--- src/rtl/i2c_wake_pkg.sv ---
`timescale 1ns/1ps
package i2c_wake_pkg;
  localparam int ADDR_W    = 7;
  localparam int BYTE_W    = ADDR_W + 1;
  localparam int EXT_W     = 5;
  localparam logic [EXT_W-1:0] EXT_PREFIX = 5'b11110;
  localparam int REG_W     = 8;
  localparam int WAKE_BIT  = 0;
  localparam int SCL_BIT   = 1;
  localparam int SDA_BIT   = 2;
  localparam int CFG_LO    = 3;
  localparam int CFG_W     = 2;

  typedef enum logic [2:0] {
    ST_IDLE, ST_ADDR, ST_ACK_PEND, ST_ACK, ST_HOLD, ST_SKIP
  } addr_state_e;
endpackage

--- src/rtl/i2c_bus_mon.sv ---
`timescale 1ns/1ps
module i2c_bus_mon #(
  parameter int SYNC_STAGES = 2
) (
  input  logic clk_i,
  input  logic rst_ni,
  input  logic scl_i,
  input  logic sda_i,
  output logic scl_o,
  output logic sda_o,
  output logic scl_rise_o,
  output logic scl_fall_o,
  output logic start_o,
  output logic stop_o,
  output logic busy_o
);
  logic [SYNC_STAGES-1:0] scl_sync, sda_sync;
  logic scl_q, sda_q;

  generate
    if (SYNC_STAGES == 1) begin : g_one
      always_ff @(posedge clk_i or negedge rst_ni) begin
        if (!rst_ni) begin
          scl_sync <= '1;
          sda_sync <= '1;
        end else begin
          scl_sync <= scl_i;
          sda_sync <= sda_i;
        end
      end
    end else begin : g_many
      always_ff @(posedge clk_i or negedge rst_ni) begin
        if (!rst_ni) begin
          scl_sync <= '1;
          sda_sync <= '1;
        end else begin
          scl_sync <= {scl_sync[SYNC_STAGES-2:0], scl_i};
          sda_sync <= {sda_sync[SYNC_STAGES-2:0], sda_i};
        end
      end
    end
  endgenerate

  assign scl_o = scl_sync[SYNC_STAGES-1];
  assign sda_o = sda_sync[SYNC_STAGES-1];

  always_ff @(posedge clk_i or negedge rst_ni) begin
    if (!rst_ni) begin
      scl_q <= 1'b1;
      sda_q <= 1'b1;
    end else begin
      scl_q <= scl_o;
      sda_q <= sda_o;
    end
  end

  assign scl_rise_o = scl_o & ~scl_q;
  assign scl_fall_o = ~scl_o & scl_q;
  assign start_o    = scl_o & scl_q & sda_q & ~sda_o;
  assign stop_o     = scl_o & scl_q & ~sda_q & sda_o;

  always_ff @(posedge clk_i or negedge rst_ni) begin
    if (!rst_ni)      busy_o <= 1'b0;
    else if (start_o) busy_o <= 1'b1;
    else if (stop_o)  busy_o <= 1'b0;
  end
endmodule

--- src/rtl/i2c_addr_unit.sv ---
`timescale 1ns/1ps
module i2c_addr_unit
  import i2c_wake_pkg::*;
(
  input  logic              clk_i,
  input  logic              rst_ni,
  input  logic              sda_i,
  input  logic              scl_rise_i,
  input  logic              scl_fall_i,
  input  logic              start_i,
  input  logic              stop_i,
  input  logic              armed_i,
  input  logic [ADDR_W-1:0] own_addr_i,
  output logic              hit_o,
  output logic              wake_o,
  output logic              sda_ack_o,
  output logic              scl_hold_o
);
  localparam int CNT_W = $clog2(BYTE_W);

  addr_state_e        state;
  logic [BYTE_W-1:0]  shreg;
  logic [CNT_W-1:0]   bit_cnt;
  logic [BYTE_W-1:0]  byte_now;
  logic               own_hit, ext_hit;

  assign byte_now = {shreg[BYTE_W-2:0], sda_i};
  assign own_hit  = byte_now[BYTE_W-1:1] == own_addr_i;
  assign ext_hit  = byte_now[BYTE_W-1 -: EXT_W] == EXT_PREFIX;

  always_ff @(posedge clk_i or negedge rst_ni) begin
    if (!rst_ni) begin
      state   <= ST_IDLE;
      shreg   <= '0;
      bit_cnt <= '0;
      hit_o   <= 1'b0;
      wake_o  <= 1'b0;
    end else begin
      wake_o <= 1'b0;
      if (start_i) begin
        state   <= ST_ADDR;
        bit_cnt <= '0;
        hit_o   <= 1'b0;
      end else if (stop_i) begin
        state <= ST_IDLE;
        hit_o <= 1'b0;
      end else begin
        unique case (state)
          ST_ADDR: if (scl_rise_i) begin
            shreg   <= byte_now;
            bit_cnt <= bit_cnt + 1'b1;
            if (bit_cnt == CNT_W'(BYTE_W-1)) begin
              if (armed_i && (own_hit || ext_hit)) begin
                state <= ST_ACK_PEND;
                hit_o <= 1'b1;
              end else begin
                state <= ST_SKIP;
              end
            end
          end
          ST_ACK_PEND: if (scl_fall_i) state <= ST_ACK;
          ST_ACK: if (scl_fall_i) begin
            state  <= ST_HOLD;
            wake_o <= 1'b1;
          end
          ST_HOLD: if (!armed_i) state <= ST_SKIP;
          default: ;
        endcase
      end
    end
  end

  assign sda_ack_o  = state == ST_ACK;
  assign scl_hold_o = state == ST_HOLD;
endmodule

--- src/rtl/i2c_wake_regs.sv ---
`timescale 1ns/1ps
module i2c_wake_regs
  import i2c_wake_pkg::*;
#(
  parameter int READY_CLKS = 3
) (
  input  logic             clk_i,
  input  logic             rst_ni,
  input  logic             we_i,
  input  logic             wake_wr_i,
  input  logic [CFG_W-1:0] cfg_wr_i,
  input  logic             iface_en_i,
  input  logic             is_master_i,
  input  logic             bus_busy_i,
  input  logic             hit_i,
  input  logic             wake_i,
  input  logic             start_i,
  input  logic             stop_i,
  output logic             wake_en_o,
  output logic [CFG_W-1:0] cfg_o,
  output logic             ready_o,
  output logic             inhibit_o
);
  localparam int RC_W = $clog2(READY_CLKS + 1);

  logic [RC_W-1:0] rdy_cnt;
  logic            woke;
  logic            arm_ok;

  assign arm_ok = !is_master_i && !bus_busy_i && !hit_i;

  always_ff @(posedge clk_i or negedge rst_ni) begin
    if (!rst_ni) begin
      wake_en_o <= 1'b0;
      cfg_o     <= '0;
      rdy_cnt   <= '0;
      woke      <= 1'b0;
      inhibit_o <= 1'b0;
    end else begin
      if (wake_en_o && rdy_cnt != RC_W'(READY_CLKS)) rdy_cnt <= rdy_cnt + 1'b1;
      if (wake_i) woke <= 1'b1;
      if (start_i || stop_i) inhibit_o <= 1'b0;
      if (we_i) begin
        if (!iface_en_i) cfg_o <= cfg_wr_i;
        if (wake_wr_i && !wake_en_o && arm_ok) begin
          wake_en_o <= 1'b1;
          rdy_cnt   <= '0;
          woke      <= 1'b0;
        end else if (!wake_wr_i && wake_en_o) begin
          wake_en_o <= 1'b0;
          if (!woke && !wake_i) inhibit_o <= 1'b1;
        end
      end
    end
  end

  assign ready_o = wake_en_o && rdy_cnt == RC_W'(READY_CLKS);
endmodule

--- src/rtl/i2c_wake_ctrl.sv ---
`timescale 1ns/1ps
module i2c_wake_ctrl
  import i2c_wake_pkg::*;
#(
  parameter int SYNC_STAGES = 2,
  parameter int READY_CLKS  = 3
) (
  input  logic              clk_i,
  input  logic              rst_ni,
  input  logic              scl_i,
  input  logic              sda_i,
  input  logic [ADDR_W-1:0] own_addr_i,
  input  logic              iface_en_i,
  input  logic              is_master_i,
  input  logic              stop_ie_i,
  input  logic              reg_we_i,
  input  logic [REG_W-1:0]  reg_wdata_i,
  output logic [REG_W-1:0]  reg_rdata_o,
  input  logic              start_req_i,
  output logic              start_grant_o,
  output logic              wake_irq_o,
  output logic              stop_irq_o,
  output logic              scl_hold_o,
  output logic              sda_ack_o,
  output logic              stop_ready_o
);
  logic scl_s, sda_s, scl_rise, scl_fall, start_det, stop_det, bus_busy;
  logic hit, wake_en, master_inhibit;
  logic [CFG_W-1:0] cfg;

  i2c_bus_mon #(.SYNC_STAGES(SYNC_STAGES)) u_mon (
    .clk_i, .rst_ni, .scl_i, .sda_i,
    .scl_o(scl_s), .sda_o(sda_s), .scl_rise_o(scl_rise), .scl_fall_o(scl_fall),
    .start_o(start_det), .stop_o(stop_det), .busy_o(bus_busy)
  );

  i2c_addr_unit u_addr (
    .clk_i, .rst_ni, .sda_i(sda_s), .scl_rise_i(scl_rise), .scl_fall_i(scl_fall),
    .start_i(start_det), .stop_i(stop_det), .armed_i(wake_en), .own_addr_i,
    .hit_o(hit), .wake_o(wake_irq_o), .sda_ack_o, .scl_hold_o
  );

  i2c_wake_regs #(.READY_CLKS(READY_CLKS)) u_regs (
    .clk_i, .rst_ni, .we_i(reg_we_i), .wake_wr_i(reg_wdata_i[WAKE_BIT]),
    .cfg_wr_i(reg_wdata_i[CFG_LO +: CFG_W]), .iface_en_i, .is_master_i,
    .bus_busy_i(bus_busy), .hit_i(hit), .wake_i(wake_irq_o),
    .start_i(start_det), .stop_i(stop_det), .wake_en_o(wake_en), .cfg_o(cfg),
    .ready_o(stop_ready_o), .inhibit_o(master_inhibit)
  );

  always_ff @(posedge clk_i or negedge rst_ni) begin
    if (!rst_ni) stop_irq_o <= 1'b0;
    else         stop_irq_o <= stop_det && stop_ie_i && !wake_en;
  end

  always_comb begin
    reg_rdata_o                  = '0;
    reg_rdata_o[WAKE_BIT]        = wake_en;
    reg_rdata_o[SCL_BIT]         = scl_s;
    reg_rdata_o[SDA_BIT]         = sda_s;
    reg_rdata_o[CFG_LO +: CFG_W] = cfg;
  end

  assign start_grant_o = start_req_i && !master_inhibit;
endmodule

--- config.mk ---
export PLATFORM = sky130hd
export DESIGN_NAME = i2c_wake_ctrl
export DESIGN_NICKNAME = d
export VERILOG_FILES = /design/src/rtl/i2c_wake_pkg.sv /design/src/rtl/i2c_bus_mon.sv /design/src/rtl/i2c_addr_unit.sv /design/src/rtl/i2c_wake_regs.sv /design/src/rtl/i2c_wake_ctrl.sv
export SDC_FILE = /design/constraint.sdc
export NUM_CORES = 1
export LEC_CHECK = 0
export CAP_MARGIN = 20
export CORE_MARGIN = 2
export CORE_UTILIZATION = 43
export CTS_CLUSTER_SIZE = 30
export DETAILED_ROUTE_END_ITERATION = 10
export PLACE_DENSITY_LB_ADDON = 0.1
export SLEW_MARGIN = 20
export SYNTH_ARGS = -nofsm -noshare
export SYNTH_HDL_FRONTEND = slang
export SYNTH_SLANG_ARGS = --single-unit
--- constraint.sdc ---
create_clock -name clk_i -period 1.7 [get_ports clk_i]
set_clock_uncertainty 0.1 [all_clocks]
set_input_delay 0.255 -clock clk_i [delete_from_list [all_inputs] [get_ports clk_i]]
set_output_delay 0.255 -clock clk_i [all_outputs]
set_load 0.005 [all_outputs]
### Word-level counts from Yosys, hierarchy flattened

Cells that the tools add are included.

| storage, ports and cells | value |
|---|---|
| bits in registers | 30 |
| input bits | 24 |
| output and inout port bits | 14 |
| logic and storage cells | 122 |

| cells by class | value |
|---|---|
| $add $sub $neg | 2 |
| equal/unequal tests | 15 |
| mux-type cells | 38 |
| bitwise operators | 14 |
| reduce and logical (&&, ||, !) cells | 37 |

Operator list:

| kind | number |
|---|---|
| 2-to-1 mux 3 bit | 12 |
| 2-to-1 mux 1 bit | 22 |
| logical AND 1 bit | 12 |
| != test 4 x 3 -> 1 bit, second input constant | 3 |
| one-hot mux 3 bit (4 select lines) | 1 |
| nonzero test 3 bit | 4 |
| logical NOT 1 bit | 8 |
| AND reduction 4 bit | 2 |
| nonzero test 2 bit | 4 |
| AND 1 bit | 7 |
| equality test 7 bit | 1 |
| NOT 1 bit | 7 |
| equality test 3 x 2 -> 1 bit, second input constant | 2 |
| equality test 3 bit, second input constant | 2 |
| 2-to-1 mux 2 bit | 3 |
| AND reduction 6 bit | 1 |
| nonzero test 6 bit | 1 |
| equality test 5 bit, second input constant | 1 |
| != test 4 x 1 -> 1 bit, second input constant | 1 |
| != test 4 x 2 -> 1 bit, second input constant | 1 |
| AND reduction 2 bit | 2 |
| adder 3 x 1 -> 3 bit, second input constant | 1 |
| equality test 3 x 1 -> 1 bit, second input constant | 1 |
| AND reduction 3 bit | 1 |
| 5 further kinds | 6 |

### Longest topological paths before layout

Gate-level depths: netlist (run 1).

| logic depth | value |
|---|---|
| depth in word-level cells | 9 |
| mapped depth | 7 |
| depth with buffers taken out | 5 |

### By module

From an unflattened synthesis (run 1), not the netlist that was laid out.

| second synthesis, totals | value |
|---|---|
| cells, all modules | 123 |
| area, all modules | 1,442.6 um^2 |

Modules (own cells, without submodules):

| module | times used | cells an instance | area each (um^2) | sequential area each (um^2) |
|---|---|---|---|---|
| i2c_addr_unit | 1 | 71 | 797.0 | 375.4 |
| i2c_wake_regs | 1 | 26 | 325.3 | 175.2 |
| i2c_bus_mon | 1 | 16 | 231.5 | 182.7 |
| i2c_wake_ctrl | 1 | 10 | 88.8 | 25.0 |

### Worst setup path before layout (run 1)

Ideal clock, no wire load.

| timing path | value |
|---|---|
| path kind | flip-flop to flip-flop |
| start | register u_mon.scl_q |
| end | register u_addr.state[0] |
| library setup time | 126 ps |
| data arrival time | 1,538 ps |
| data required time | 1,474 ps |
| setup slack | -64 ps |
| cell stages (with the launch flop) | 5 |
| path buffers | 1 |
| clock period less this slack | 1,764 ps |
| cell sequence | dfstp_2 -> and4b_1 -> buf_4 -> a221o_2 -> o32a_1 |

| on the way | value |
|---|---|
| word-level cells in the longest chain between the ends | 5 |
| elaborated cells on any way between the ends | 17 |
| classes of those cells | eq/ne: 5; mux: 2; bitwise: 8; reduce/logical: 2 |

RTL lines:

| item | RTL line | RTL |
|---|---|---|
| start: declaration | i2c_bus_mon.sv:18 | `logic scl_q, sda_q;` |
| start signal: assignment | i2c_bus_mon.sv:52 | `scl_q <= scl_o;` |
| AND 1 bit | i2c_bus_mon.sv:59, i2c_bus_mon.sv:60 |  |
| AND 1 bit (on tied branches) (2 in a row) | i2c_bus_mon.sv:60, i2c_bus_mon.sv:59 |  |
| != test 4 x 2 -> 1 bit (no line), or another cell as far along | -- |  |
| AND reduction 6 bit (no line) / 2-to-1 mux 3 bit (equally long branches) | -- |  |
| end signal: assignment | i2c_addr_unit.sv:33 | `state <= ST_IDLE;` |
| end signal: assignment | i2c_addr_unit.sv:41 | `state <= ST_ADDR;` |
| end signal: assignment | i2c_addr_unit.sv:45 | `state <= ST_IDLE;` |
| end: declaration | i2c_addr_unit.sv:21 | `addr_state_e state;` |

Several ways; a longest one is shown, not always the timed one.
A chain may end at the register's enable or synchronous reset.

### Final worst setup path (run 1)

| timing path | value |
|---|---|
| start | register u_addr.bit_cnt[1] |
| end | register u_addr.state[2] |

| on the way | value |
|---|---|
| word-level cells in the longest chain between the ends | 3 |

RTL lines:

| item | RTL line | RTL |
|---|---|---|
| start: declaration | i2c_addr_unit.sv:23 | `logic [CNT_W-1:0] bit_cnt;` |
| start signal: assignment | i2c_addr_unit.sv:51 | `bit_cnt <= bit_cnt + 1'b1;` |
| equality test 3 bit | i2c_addr_unit.sv:52 | `if (bit_cnt == CNT_W'(BYTE_W-1)) begin` |
| != test 4 x 2 -> 1 bit (no line) | -- |  |
| AND reduction 6 bit (no line) | -- |  |
| end signal: assignment | i2c_addr_unit.sv:54 | `state <= ST_ACK_PEND;` |
| end signal: assignment | i2c_addr_unit.sv:57 | `state <= ST_SKIP;` |
| end signal: assignment | i2c_addr_unit.sv:61 | `ST_ACK_PEND: if (scl_fall_i) state <= ST_ACK;` |

Every way passes these cells.

==> results.tsv, run 1 <==
stage	metric	value	unit
outcome	status	complete, no violations	
detailed_routing	wl_per_cell	13.0	um
power_and_ir_drop	p_leak	0.856	nW
flow_run	maxCapViolCount	0	
global_routing	grt_first_pass_wirelength	5090	um
power_and_ir_drop	total_power	2.20	mW
detailed_routing	wl_met3	139	um
power_and_ir_drop	power_density	1120	nW/um2
sta	setup_slack	24.1	ps
sta	hold_viol_final	0	
clocking	clk_pin_slew	90	ps
detailed_routing	postRouteAntennaNets	0	
synthesis	ys_ff_latch	30	
clocking	htreeDepth	2	
placed_design	placed_area	1810	um2
detailed_routing	drcViolationCount	0	
worst_setup_path	start_kind	flop	
synthesis	avgSynthCellArea	11.3	um2
placed_design	place_congestion	0.794	
floorplanning	io_pins	38	
synthesis	async_flop_share	100	%
clocking	clk_latency	320	ps
synthesis	synth_top_area_share	41.3	%
worst_setup_path	r2r_setup_slack	20	ps
detailed_routing	dr.max_layer_used	met4	
sta	period_minus_slack	1680	ps
synthesis	synthTopCellsByArea	dfrtp_1 41%, dfstp_2 11%, mux2_2 7.8%	
sta	maxSlewViolCount	0	
floorplanning	die_h	62.1	um
worst_setup_path	path_class	flop to flop	
sta	min_period_over_period	98.6	%
power_and_ir_drop	ir_drop	0.733	mV
detailed_routing	via_per_inst	4.92	
worst_setup_path	critPathRequiredTime	1810	ps
detailed_routing	via_count	1097	
synthesis	synth_top_area_cell	dfrtp_1	
detailed_routing	routed_wl	2900	um
global_routing	overflow	0	
detailed_routing	wl_met1	1190	um
synthesis	synth-main-ff-cell	dfrtp_1	
global_routing	track_usage	17.0	%
worst_setup_path	r2r_start	u_addr.bit_cnt[1]$_DFFE_PN0P_	
sta	setup_viol_count_final	0	
sta	rsz0062_at_grt	yes	
clocking	clock-sinks	30	
synthesis	synth_area	1450	um2
floorplanning	start_util	44.2	%
cells_and_area	utilization	60.0	%
detailed_routing	dr_wl_met2	1510	um
worst_setup_path	setup.worst_path.end_class	flop	
clocking	cts-hold-fix-buffers	0	
sta	max_freq	597	MHz
detailed_routing	dr.pass1.iters	4	
cells_and_area	finalInstanceArea	1970	um2
clocking	cts_buffers	5	
placed_design	dp_slack	-150	ps
cells_and_area	nets	203	
synthesis	syn_inst	128	
synthesis	ys_seq_area_share	52.2	%
synthesis	yosysUniqueCellTypes	34	
worst_setup_path	cp.arrival	1790	ps
floorplanning	core-area	3280	um2
synthesis	synth_edf_count	0	
global_routing	antenna_found_initial	0	
clocking	clock_path_buffers	2	
placed_design	dp_hpwl	2070	um
placed_design	port_buffers	29	
floorplanning	die_area	3860	um2
detailed_routing	first_iter_violations	20	
cells_and_area	drive_gt1_share	29.4	%
worst_setup_path	startpoint	u_addr.bit_cnt[1]$_DFFE_PN0P_	
worst_setup_path	path_max_fanout	4	
clocking	cts_tree	yes	
cells_and_area	area_growth	35.7	%
sta	fin_setup_tns	0	ps
synthesis	ys_warn_count	0	
global_routing	grt_max_degree	31	
worst_hold_path	hp-class	primary input to async pin	
global_routing	grt_pass1_vias	1167	
floorplanning	num_rows	21	
floorplanning	dieWidth	62.1	um
cells_and_area	antenna_cells	0	
clocking	cts-root-buf	clkbuf_4	
## layout make-up
| type | count | area (um2) |
|---|---|---|
| flip-flops and latches | 30 | 758 |
| inverters | 2 | 7.51 |
| well taps | 46 | 57.6 |
| clock inverters | 1 | 5.00 |
| repair buffers | 50 | 444 |
| multi-input cells | 87 | 644 |
| clock buffers | 7 | 55.1 |
| fillers | 284 | 1310 |
## per-stage QoR
| stage | hold WS (ps) | std cells |
|---|---|---|
| after global routing | 191 | 223 |
| after global placement | 246 | 205 |
| after floorplan | -141 | 130 |
| final | 209 | 223 |
| after CTS | 197 | 222 |
| after detailed placement | 247 | 205 |
## power by group
group / switching, mW / internal, mW / total, mW
Combinational: 0.269 / 0.453 / 0.721
Sequential: 0.152 / 0.898 / 1.05
Clock: 0.231 / 0.200 / 0.431
## registers in the layout (all words and copies together), names as in the netlist, 2 cells and up
signal          flops
u_regs.cfg_o        2
u_regs.rdy_cnt      2
u_mon.sda_sync      2
u_mon.scl_sync      2
u_addr.bit_cnt      3
u_addr.shreg        7
u_addr.state        3
## timing repair
action                     in CTS  in global routing
gates resized for setup        11                  7
setup endpoints to repair       9                  5
pin swaps                       2                  5
buffers inserted               10                  2
## cells by family (layout without fill, tap and decap cells)
logic type,Yosys count,count (layout),synth area share (%)
buffers and inverters,13,60,6.12
AND/OR/NAND/NOR,43,43,15.7
XOR/XNOR,10,10,6.03
flip-flops,30,30,52.2
AO/OA/AOI/OAI,17,17,8.70
other,1,3,0.258
adder cells (fa/ha/maj),3,3,2.58
multiplexers,11,11,8.44
## critical path, cell delays in order (launching register included)
cell     delay, ps
dfrtp_1        400
ha_2           200
ha_4           160
a221o_2        410
or3b_4         240
a21oi_2         50
## path summary, 6_finish.rpt
path                                                to  depth (start not counted)
max reg2reg                u_addr.state[2]$_DFFE_PN0P_                          5
min reg2reg                u_mon.sda_sync[1]$_DFF_PN1_                          0
max in group asynchronous        u_mon.sda_q$_DFF_PN1_                          2
min                               stop_irq_o$_DFF_PN0_                          2
min in group clk_i         u_mon.scl_sync[0]$_DFF_PN1_                          1
max                        u_addr.state[2]$_DFFE_PN0P_                          5
## cells in the final DEF (no fill, tap or decap), drive strengths merged, types with 2 or more instances in the layout
master	Yosys	routed
nor3	6	6
clkdlybuf4s50	0	22
conb	1	3
nand2	3	3
o21ai	4	4
buf	11	21
nor2b	6	6
dlygate4sd2	0	6
nand4	2	2
a22o	2	2
dfrtp	24	24
xnor2	9	9
a21oi	3	3
inv	2	2
nor2	14	14
nand2b	2	2
mux2	10	10
dfstp	6	6
nand3	3	3
and4b	2	2
a32o	3	3
and3	2	2
clkbuf	0	7
ha	3	3
## Yosys cell counts, drive strengths merged, types with 2 or more instances
cell type,instances
nor3,6
nand2,3
a32o,3
o21ai,4
dfrtp,24
a21oi,3
a22o,2
nor2,14
nand4,2
ha,3
nor2b,6
mux2,10
dfstp,6
and4b,2
nand3,3
buf,11
xnor2,9
nand2b,2
inv,2
and3,2
## metal layers
layer,vias to the layer above,global-route usage [%]
li1,540,-
met1,527,19.2
met2,25,28.8
met3,5,5.98
met4,0,8.33
met5,-,0
No activity file was read; power rests on OpenSTA's default activity.
==> run 2: changes to the inputs <==
Settings changed: CORE_UTILIZATION 43 to 45, CTS_BUF_LIST set to sky130_fd_sc_hd__clkbuf_8.
==> run 2 against run 1 <==
  * The flow now finishes with violations (negative setup slack)
  * Sequential share of layout area is essentially flat
  * Flip-flop and latch count stayed put
  * Sequential power about the same
  * Combinational power is 3.2% lower
  * Total power grew 5.4%
  * First-iteration DRC count shrank 5.0%
  * Clock power grew 34%
  * Maximum frequency down 2.9%
  * Highest routed layer unchanged
  * Register-to-register slack worse by 50 ps
  * Setup slack worse by 51 ps
  * Critical endpoint unchanged
  * Cell area rose by 0.25%
  * Global-route usage increased by 1.3 points
  * Largest cell class unchanged
==> results.tsv, run 2 (synthesized netlist as in run 1, its figures left out) <==
stage	metric	value	unit	change
detailed_routing	wl_per_cell	13.5	um	+4.0%
floorplanning	die_area	3700	um2	-4.2%
placed_design	dp_hpwl	2110	um	+2.1%
floorplanning	io_pins	38		unchanged
clocking	cts_buffers	5		unchanged
worst_setup_path	cp.arrival	1840	ps	+50 ps
sta	maxSlewViolCount	0		unchanged
detailed_routing	dr.pass1.iters	5		+1
worst_hold_path	hp-class	primary input to async pin		
cells_and_area	area_growth	36.1	%	
worst_setup_path	critPathRequiredTime	1820	ps	about the same
cells_and_area	n_fill_cell	273		-3.9%
clocking	cts-root-buf	clkbuf_8		
power_and_ir_drop	total_power	2.32	mW	+5.4%
cells_and_area	drive_gt1_share	27.6	%	-1.8 points
global_routing	overflow	0		unchanged
power_and_ir_drop	power_density	1170	nW/um2	+5.1%
global_routing	track_usage	18.4	%	+1.3 points
worst_setup_path	r2r_end	u_addr.state[2]$_DFFE_PN0P_		
worst_setup_path	path_class	flop to flop		
cells_and_area	antenna_cells	0		unchanged
floorplanning	die_h	60.8	um	-2.1%
cells_and_area	nets	200		-1.5%
power_and_ir_drop	switching_share	28.7	%	-0.87 points
global_routing	use_met1	23.2	%	+4.0 points
worst_setup_path	cpMaxStageDelayCell	dfrtp_2		
clocking	clk_pin_slew	70	ps	-20 ps
global_routing	grt_pass1_vias	1020		-13%
worst_setup_path	start_kind	flop		
outcome	violations	negative setup slack		
detailed_routing	drcViolationCount	0		unchanged
clocking	cts_tree	yes		
clocking	htreeDepth	2		unchanged
cells_and_area	reg.largest.list	u_addr.shreg (7), u_addr.bit_cnt (3), u_addr.state (3)		
sta	setup_viol_count_final	1		+1
power_and_ir_drop	p_leak	0.875	nW	+2.3%
cells_and_area	largest_reg_flops	7		unchanged
detailed_routing	via_per_inst	4.95		+0.62%
sta	min_period_over_period	102	%	+3.0 points
global_routing	grt_first_pass_wirelength	4780	um	-6.1%
flow_run	maxCapViolCount	0		unchanged
global_routing	grt_most_used_layer	met2		
clocking	clk_latency	290	ps	-30 ps
cells_and_area	largest_register	u_addr.shreg		
sta	holdWs	253	ps	+44.5 ps
floorplanning	core-area	3050	um2	-7.0%
worst_setup_path	path_max_fanout	4		unchanged
sta	max_freq	579	MHz	-2.9%
power_and_ir_drop	seqPwrFrac	45.0	%	-2.7 points
sta	rsz0062_at_grt	yes		
clocking	clock-sinks	30		unchanged
clocking	clock_path_buffers	2		unchanged
global_routing	grtUsageMet3	4.69	%	-1.3 points
detailed_routing	postRouteAntennaNets	0		unchanged
global_routing	antenna_found_initial	0		unchanged
placed_design	port_buffers	29		unchanged
worst_setup_path	crit_chain	buf_6, nor2_2, and4b_1, a221o_2, or3b_4, a21oi_2		
cells_and_area	final_common_cell	clkdlybuf4s50_1		
sta	hold_viol_final	0		unchanged
detailed_routing	routed_wl	2940	um	+1.7%
detailed_routing	via_count	1079		-1.6%
worst_setup_path	r2r_start	u_addr.state[1]$_DFFE_PN0P_		
power_and_ir_drop	p_clk_share	24.9	%	+5.3 points
power_and_ir_drop	power.internal	1.66	mW	+6.7%
floorplanning	num_rows	20		-4.8%
worst_setup_path	r2r_setup_slack	-30	ps	-50 ps
sta	setup_slack	-26.7	ps	-50.9 ps
power_and_ir_drop	ir_drop	0.673	mV	-8.2%
global_routing	grt.met2_usage	28.7	%	-0.079 points
worst_setup_path	max_stage_delay	430	ps	+20 ps
power_and_ir_drop	combPwrFrac	30.1	%	-2.6 points
detailed_routing	first_iter_violations	19		-5.0%
global_routing	grt_max_degree	31		unchanged
cells_and_area	layout_common_cells	24 x clkdlybuf4s50_1, 22 x dfrtp_1, 14 x buf_4		
placed_design	place_congestion	0.810		+2.0%
worst_setup_path	r2r_cells	6		+1
worst_setup_path	setup.worst_path.end_class	flop		
power_and_ir_drop	switchingPower	0.667	mW	+2.3%
floorplanning	start_util	47.6	%	+3.4 points
outcome	status	complete, but fails checks		
floorplanning	dieWidth	60.8	um	-2.1%
sta	period_minus_slack	1730	ps	+50.9 ps
-- run 2: worst max path at each step --
stage	cells past startpoint	startpoint	slack, ps	to
2_1_floorplan	4	u_mon.scl_q$_DFF_PN1_	-20	u_addr.state[0]$_DFFE_PN0P_
3_3_place_gp	7	own_addr_i[0]	-120	u_addr.state[2]$_DFFE_PN0P_
3_5_place_dp	7	own_addr_i[0]	-160	u_addr.state[2]$_DFFE_PN0P_
4_1_cts	6	u_addr.state[1]$_DFFE_PN0P_	-50	u_addr.state[2]$_DFFE_PN0P_
5_1_grt	6	u_addr.state[1]$_DFFE_PN0P_	-90	u_addr.state[2]$_DFFE_PN0P_
6_report	6	u_addr.state[1]$_DFFE_PN0P_	-30	u_addr.state[2]$_DFFE_PN0P_
-- run 2: final cells by class --
type / count / area (um2) / share of cell area (%)
sequential: 30 / 761 / 38.5
clock buffer: 6 / 82.6 / 4.18
timing repair buffer: 47 / 438 / 22.2
tap: 44 / 55.1 / 2.78
multi-input combinational: 87 / 624 / 31.6
inverter: 2 / 7.51 / 0.380
clock inverter: 2 / 8.76 / 0.443
-- run 2: per-layer routing --
layer / wire, um / vias up / share of wire [%]
met5: 0 / - / 0
met4: 51 / 0 / 1.7
met3: 135 / 6 / 4.6
met2: 1550 / 23 / 53
met1: 1200 / 520 / 41
li1: - / 530 / -
-- run 2: timing repair --
item                                    CTS  global route
pin swaps                                 0             4
setup buffers                             6             2
endpoints found under the setup margin    6            13
resized for setup                         8             7
hold buffers                              0             0
-- run 2: through the flow --
| step | std cells | worst slack, ps | util, % | setup TNS, ps | instance area (um2) |
|---|---|---|---|---|---|
| finish | 218 | -26.7 | 64.8 | -26.7 | 1980 |
| global route | 218 | -93.6 | 64.8 | -169 | 1980 |
| CTS | 216 | -52.6 | 63.6 | -82.5 | 1940 |
| detailed placement | 202 | -156 | 58.9 | -223 | 1800 |
| global placement | 202 | -121 | 58.9 | -183 | 1800 |
| floorplan | 130 | -23.5 | - | -23.5 | 1460 |
-- run 2: power groups by stage --
stage                     Clock (mW)  Sequential, mW  Combinational [mW]
after detailed placement           0            1.07               0.613
final                          0.579            1.05               0.698
after global routing           0.631            1.07               0.776
after global placement             0            1.05               0.588
after CTS                      0.592            1.05               0.663
after floorplan                    0            1.02               0.442
-- run 2: critical path, delay by kind of cell (launching register included) --
kind | cells | cell delay [ps]
and+or+nand+nor | 3 | 670
AOI/OAI and AO/OA | 2 | 330
buffers and inverters | 1 | 130
DFF | 1 | 430
